--- src/rtl/cpc_pkg.sv ---
`timescale 1ns/1ps
package cpc_pkg;
    // counter width; the wraparound rule is modulo 2**CNT_W
    localparam int unsigned CNT_W = 6;
    // headroom for sign and carry of base +/- trim
    localparam int unsigned SUM_W = CNT_W + 2;

    typedef logic [CNT_W-1:0]        cnt_t;
    typedef logic signed [CNT_W-1:0] delta_t;
    typedef logic signed [SUM_W-1:0] sum_t;

    typedef enum logic {
        ADJ_ADD = 1'b0,
        ADJ_SUB = 1'b1
    } adj_op_e;

    typedef struct packed {
        logic    valid;
        adj_op_e op;
        delta_t  delta;
    } adj_cmd_t;

    typedef struct packed {
        logic shutdown;
        logic port_fail;
    } guard_flags_t;

    // signed base +/- trim, evaluated without loss
    function automatic sum_t trim_sum(input cnt_t base, input adj_cmd_t cmd);
        sum_t b;
        sum_t d;
        b = sum_t'({{(SUM_W-CNT_W){1'b0}}, base});
        d = sum_t'({{(SUM_W-CNT_W){cmd.delta[CNT_W-1]}}, cmd.delta});
        return (cmd.op == ADJ_SUB) ? (b - d) : (b + d);
    endfunction

    // a count of 0 or 1 can never be a usable period
    function automatic logic too_short(input cnt_t v);
        return v < cnt_t'(2);
    endfunction

    // next reload value: plain base, or the trimmed value folded into range
    function automatic cnt_t fold_reload(input cnt_t base, input adj_cmd_t cmd);
        sum_t s;
        cnt_t w;
        if (!cmd.valid) begin
            return base;
        end
        s = trim_sum(base, cmd);
        if (s == sum_t'(0) || s == sum_t'(1)) begin
            return base;
        end
        // low bits give +64 for negatives and -64 for overflow
        w = s[CNT_W-1:0];
        if (too_short(w)) begin
            return base;
        end
        return w;
    endfunction
endpackage

--- src/rtl/cpc_guard.sv ---
`timescale 1ns/1ps
module cpc_guard
    import cpc_pkg::*;
#(
    parameter int unsigned DEFAULT_A = 16,
    parameter int unsigned WORD_MIN  = 4,
    parameter int unsigned BYTE_MIN  = 5
) (
    input  logic         clk,
    input  logic         rst,
    input  logic         a_wr,
    input  cnt_t         a_wdata,
    input  logic         byte_mode,
    output cnt_t         a_q,
    output guard_flags_t flags
);
    localparam cnt_t RESET_A  = cnt_t'(DEFAULT_A);
    localparam cnt_t WORD_LIM = cnt_t'(WORD_MIN);
    localparam cnt_t BYTE_LIM = cnt_t'(BYTE_MIN);

    cnt_t serial_lim;

    always_comb begin
        serial_lim = byte_mode ? BYTE_LIM : WORD_LIM;
    end

    always_ff @(posedge clk) begin
        if (rst) begin
            a_q   <= RESET_A;
            flags <= '0;
        end else if (a_wr) begin
            a_q <= a_wdata;
            if (too_short(a_wdata)) begin
                flags.shutdown <= 1'b1;
            end
            if (a_wdata < serial_lim) begin
                flags.port_fail <= 1'b1;
            end
        end
    end
endmodule

--- src/rtl/cpc_adj_hold.sv ---
`timescale 1ns/1ps
module cpc_adj_hold
    import cpc_pkg::*;
(
    input  logic     clk,
    input  logic     rst,
    input  logic     adj_wr,
    input  delta_t   adj_delta,
    input  logic     adj_sub,
    input  logic     consume,
    output adj_cmd_t cmd
);
    adj_cmd_t incoming;

    always_comb begin
        incoming.valid = 1'b1;
        incoming.op    = adj_sub ? ADJ_SUB : ADJ_ADD;
        incoming.delta = adj_delta;
    end

    // a new command wins over the clear at a reload
    always_ff @(posedge clk) begin
        if (rst) begin
            cmd <= '0;
        end else if (adj_wr) begin
            cmd <= incoming;
        end else if (consume) begin
            cmd.valid <= 1'b0;
        end
    end
endmodule

--- src/rtl/cpc_reload_calc.sv ---
`timescale 1ns/1ps
module cpc_reload_calc
    import cpc_pkg::*;
(
    input  cnt_t     a_q,
    input  adj_cmd_t cmd,
    output cnt_t     reload_val
);
    always_comb begin
        reload_val = fold_reload(a_q, cmd);
    end
endmodule

--- src/rtl/cpc_down_cnt.sv ---
`timescale 1ns/1ps
module cpc_down_cnt
    import cpc_pkg::*;
#(
    parameter int unsigned DEFAULT_A = 16
) (
    input  logic clk,
    input  logic rst,
    input  logic halt,
    input  cnt_t reload_val,
    output cnt_t cnt_q,
    output logic tick
);
    localparam cnt_t RESET_CNT = cnt_t'(DEFAULT_A);
    localparam cnt_t LAST_CNT  = cnt_t'(1);

    always_comb begin
        tick = !halt && (cnt_q == LAST_CNT);
    end

    always_ff @(posedge clk) begin
        if (rst) begin
            cnt_q <= RESET_CNT;
        end else if (!halt) begin
            if (tick) begin
                cnt_q <= reload_val;
            end else begin
                cnt_q <= cnt_q - LAST_CNT;
            end
        end
    end
endmodule

--- src/rtl/conv_period_ctr.sv ---
`timescale 1ns/1ps
module conv_period_ctr
    import cpc_pkg::*;
#(
    parameter int unsigned DEFAULT_A = 16,
    parameter int unsigned WORD_MIN  = 4,
    parameter int unsigned BYTE_MIN  = 5
) (
    input  logic             clk,
    input  logic             rst,
    input  logic             a_wr,
    input  logic [CNT_W-1:0] a_wdata,
    input  logic             adj_wr,
    input  logic [CNT_W-1:0] adj_delta,
    input  logic             adj_sub,
    input  logic             byte_mode,
    output logic             period_end,
    output logic             shutdown,
    output logic             port_fail
);
    cnt_t         a_q;
    guard_flags_t flags;
    adj_cmd_t     adj_cmd;
    cnt_t         reload_val;
    cnt_t         cnt_q;
    logic         tick;

    cpc_guard #(
        .DEFAULT_A (DEFAULT_A),
        .WORD_MIN  (WORD_MIN),
        .BYTE_MIN  (BYTE_MIN)
    ) u_guard (
        .clk       (clk),
        .rst       (rst),
        .a_wr      (a_wr),
        .a_wdata   (a_wdata),
        .byte_mode (byte_mode),
        .a_q       (a_q),
        .flags     (flags)
    );

    cpc_adj_hold u_hold (
        .clk       (clk),
        .rst       (rst),
        .adj_wr    (adj_wr),
        .adj_delta (delta_t'(adj_delta)),
        .adj_sub   (adj_sub),
        .consume   (tick),
        .cmd       (adj_cmd)
    );

    cpc_reload_calc u_calc (
        .a_q        (a_q),
        .cmd        (adj_cmd),
        .reload_val (reload_val)
    );

    cpc_down_cnt #(
        .DEFAULT_A (DEFAULT_A)
    ) u_cnt (
        .clk        (clk),
        .rst        (rst),
        .halt       (flags.shutdown),
        .reload_val (reload_val),
        .cnt_q      (cnt_q),
        .tick       (tick)
    );

    always_comb begin
        period_end = tick;
        shutdown   = flags.shutdown;
        port_fail  = flags.port_fail;
    end
endmodule

--- config.mk ---
export PLATFORM = sky130hd
export DESIGN_NAME = conv_period_ctr
export DESIGN_NICKNAME = d
export VERILOG_FILES = /design/src/rtl/cpc_pkg.sv /design/src/rtl/cpc_guard.sv /design/src/rtl/cpc_adj_hold.sv /design/src/rtl/cpc_reload_calc.sv /design/src/rtl/cpc_down_cnt.sv /design/src/rtl/conv_period_ctr.sv
export SDC_FILE = /design/constraint.sdc
export NUM_CORES = 1
export LEC_CHECK = 0
export BUFFER_PORTS_ARGS = -buffer_cell sky130_fd_sc_hd__buf_2
export CAP_MARGIN = 20
export CORE_MARGIN = 4
export CORE_UTILIZATION = 41
export DETAILED_ROUTE_END_ITERATION = 7
export PLACE_DENSITY = 0.72
export SLEW_MARGIN = 20
export SYNTH_ARGS = -nofsm -noshare
export SYNTH_HDL_FRONTEND = slang
export SYNTH_SLANG_ARGS = --single-unit
--- constraint.sdc ---
create_clock -name clk -period 3.5 [get_ports clk]
set_input_delay 0.175 -clock clk [delete_from_list [all_inputs] [get_ports clk]]
set_output_delay 0.175 -clock clk [all_outputs]
set_load 0.005 [all_outputs]
==> impl_metrics.py <==
metrics = {
    "run_status": {
        "outcome": "finished, final reports clean",
    },
    "layout": {
        "syn2layout_area_growth_pct": 11.2,
        "antennaDiodeCount": 0,
        "final_layout_size_suffix_gt1_frac": 0.140,
        "final_cell_mix": "nor2_1, dfxtp_1, buf_2",
        "nets": 216,
        "fin_cells": 230,
        "final_common_cell": "nor2_1",
    },
    "clock_tree": {
        "h-tree-depth": 1,
        "hold_buffers": 0,
        "cts_buffer_depth": 2,
        "clock_latency_ns": 0.31,
        "postCtsSetupRepairBufs": 0,
        "clkSinkCount": 22,
        "root_buffer": "clkbuf_4",
        "cts_tree": "done",
        "cts_buffers": 3,
        "clk_pin_slew_ns": 0.12,
        "ctsResizeCount": 0,
    },
    "worst_setup_path": {
        "start_kind": "flop",
        "timing.rr.start": "u_hold.cmd[0]$_SDFFE_PP0P_",
        "arrival_ns": 3.02,
        "critPathRequiredTime_ns": 3.73,
        "r2r.worst_path.cells": 11,
        "worstPathMaxFanout": 5,
        "endpoint": "u_cnt.cnt_q[0]$_SDFFE_PP0N_",
        "r2r_slack_ns": 0.71,
        "cp_top_family": "compound AO/OA/AOI/OAI gates",
        "timing.critical_path.cells": "inv_1 > ha_1 > a21oi_1 > xnor2_1 > ha_1 > nor2b_1 > a221oi_2 > o311ai_1 > o41ai_4 > nor2_1 > a311oi_1",
        "cpPeakStageDelay_ns": 0.50,
        "cp-startpoint": "u_hold.cmd[0]$_SDFFE_PP0P_",
        "reg2reg_to": "u_cnt.cnt_q[0]$_SDFFE_PP0N_",
        "worstSetupPathType": "reg2reg",
        "crit_cells": 11,
        "critPathSlowestCell": "o41ai_4",
        "crit_path_end_kind": "flop",
        "path_buf_inv": 1,
        "cpMostUsedCell": "ha_1",
    },
    "detailed_routing": {
        "routed_wl_microns": 2850,
        "drtIter0Drc": 72,
        "vias": 1172,
        "drc": 0,
        "viasPerCell": 5.10,
        "ant_nets": 0,
        "first_pass_iters": 4,
        "wl_per_cell_microns": 12.4,
    },
    "power": {
        "fin_total_pwr_mw": 0.760,
        "p_leak_nw": 0.682,
        "power_density_nw_per_um2": 494,
        "ir_drop_v": 0.000312,
    },
    "sta": {
        "period_minus_slack_ns": 2.79,
        "rsz0062_at_grt": "false",
        "tns_ns": 0,
        "max_freq_ghz": 0.359,
        "tightest_slew_ns": 0.564,
        "final-hold-violation-count": 0,
        "final_max_slew_viol_count": 0,
        "min_period_over_period": 0.796,
        "setup_violations": 0,
        "finalClockSkew_ns": 0.00203,
        "slew_headroom": 0.618,
        "hold_slack_ns": 0.0843,
    },
    "floorplan": {
        "die_w_microns": 66.1,
        "top_level_ports": 21,
        "start_util": 0.442,
        "core_area_sq_um": 3130,
        "die_area_sq_um": 4370,
        "die_h_microns": 66.1,
        "rows": 20,
    },
    "synth": {
        "async_flop_share": 0,
        "synthDistinctLibCells": 36,
        "synth-edff-count": 0,
        "synthCells": 169,
        "synth_area_per_cell_sq_um": 8.19,
        "ys.flop_type": "dfxtp_1",
        "ys_ff_latch": 22,
        "ys_warn_count": 0,
        "syn-cell-area_sq_um": 1380,
        "ys_seq_area_frac": 0.318,
        "synth_nets": 197,
    },
    "place": {
        "place_inst": 227,
        "gp_congestion": 0.807,
        "io_buffers": 20,
        "place_hpwl_microns": 2190,
    },
    "min_path": {
        "hold_class": "in2reg",
    },
    "global_routing": {
        "use_met1": 0.197,
        "track_usage": 0.146,
        "grt_pass1_vias": 1069,
        "grt_busiest_layer": "met2",
        "grtUsageMet2": 0.240,
        "grt_use_met3": 0.0374,
        "overflow": 0,
        "grt_max_degree": 25,
        "grt_pass1_wl_microns": 4990,
        "antenna_found_initial": 0,
    },
    "run": {
        "drv_cap": 0,
    },
}
## state kept, by name (all words and copies together) (netlist names)
signal and flops:
u_guard.a_q 6, u_cnt.cnt_q 6, u_hold.cmd 8, u_guard.flags 2
## cell type report
type                    count  area (sq um)
well taps                  44          55.1
repair buffers             20           100
multi-input cells         133           891
fillers                   310          1590
inverters                   8          30.0
clock buffers               3          22.5
flip-flops and latches     22           440
## how the worst min path moves through the flow
stage	startpoint	end	slack [ns]	depth (start not counted)
after CTS	a_wdata[4]	u_guard.a_q[4]$_SDFFE_PP1P_	0.07	2
after global placement	a_wdata[4]	u_guard.a_q[4]$_SDFFE_PP1P_	0.41	2
final	a_wdata[4]	u_guard.a_q[4]$_SDFFE_PP1P_	0.08	2
after floorplan	a_wdata[4]	u_guard.a_q[4]$_SDFFE_PP1P_	0.30	1
after global routing	a_wdata[4]	u_guard.a_q[4]$_SDFFE_PP1P_	0.08	2
after detailed placement	a_wdata[4]	u_guard.a_q[4]$_SDFFE_PP1P_	0.41	2
## worst register-to-register path: cells and delay by family (launching register included)
| kind | cells | cell delay, ns |
|---|---|---|
| DFF | 1 | 0.40 |
| xor gates and xnor gates | 1 | 0.14 |
| and+or+nand+nor | 2 | 0.26 |
| buffers and inverters | 1 | 0.06 |
| AOI/OAI and AO/OA | 5 | 1.37 |
| adders and majority gates | 2 | 0.49 |
## per-layer routing
layer	part of all wire	vias to the layer above
met5	0	-
met4	0.0035	0
met3	0.043	3
met2	0.44	19
met1	0.51	520
li1	-	630
## power by group
part           leakage (nW)  total [mW]  internal, mW  switching, mW
Clock                0.0138       0.116        0.0403         0.0754
Combinational         0.486       0.318         0.142          0.177
Sequential            0.182       0.326         0.286         0.0403
## metrics by stage
| step | utilization | area (sq um) | setup WS [ns] |
|---|---|---|---|
| 6_report | 0.492 | 1540 | 0.713 |
| 5_1_grt | 0.492 | 1540 | 0.455 |
| 4_1_cts | 0.492 | 1540 | 0.713 |
| 3_5_place_dp | 0.485 | 1520 | 0.761 |
| 3_3_place_gp | 0.485 | 1520 | 0.805 |
| 2_1_floorplan | - | 1380 | 0.960 |
## cell families (layout without fill, tap and decap cells)
logic type / Yosys count / count (layout) / synth area share
AOI/OAI and AO/OA: 34 / 34 / 0.184
xor gates and xnor gates: 8 / 8 / 0.0506
adders and majority gates: 10 / 10 / 0.0958
and+or+nand+nor: 68 / 68 / 0.220
buffers and inverters: 14 / 31 / 0.0380
muxes: 13 / 13 / 0.0940
DFF: 22 / 22 / 0.318
## cells in the mapped netlist, types with 3 or more instances
| master | count | area, sq um |
|---|---|---|
| dfxtp_1 | 22 | 440 |
| mux2i_1 | 13 | 130 |
| o21ai_0 | 6 | 30.0 |
| a211o_1 | 3 | 26.3 |
| clkbuf_1 | 6 | 22.5 |
| a21oi_1 | 11 | 55.1 |
| xnor2_1 | 5 | 43.8 |
| nor3_1 | 5 | 25.0 |
| inv_1 | 8 | 30.0 |
| xor2_1 | 3 | 26.3 |
| nor2_1 | 36 | 135 |
| ha_1 | 9 | 113 |
| nand2_1 | 12 | 45.0 |
| a311oi_1 | 3 | 26.3 |
| nor2b_1 | 3 | 18.8 |
No activity file was read; power rests on OpenSTA's default activity.
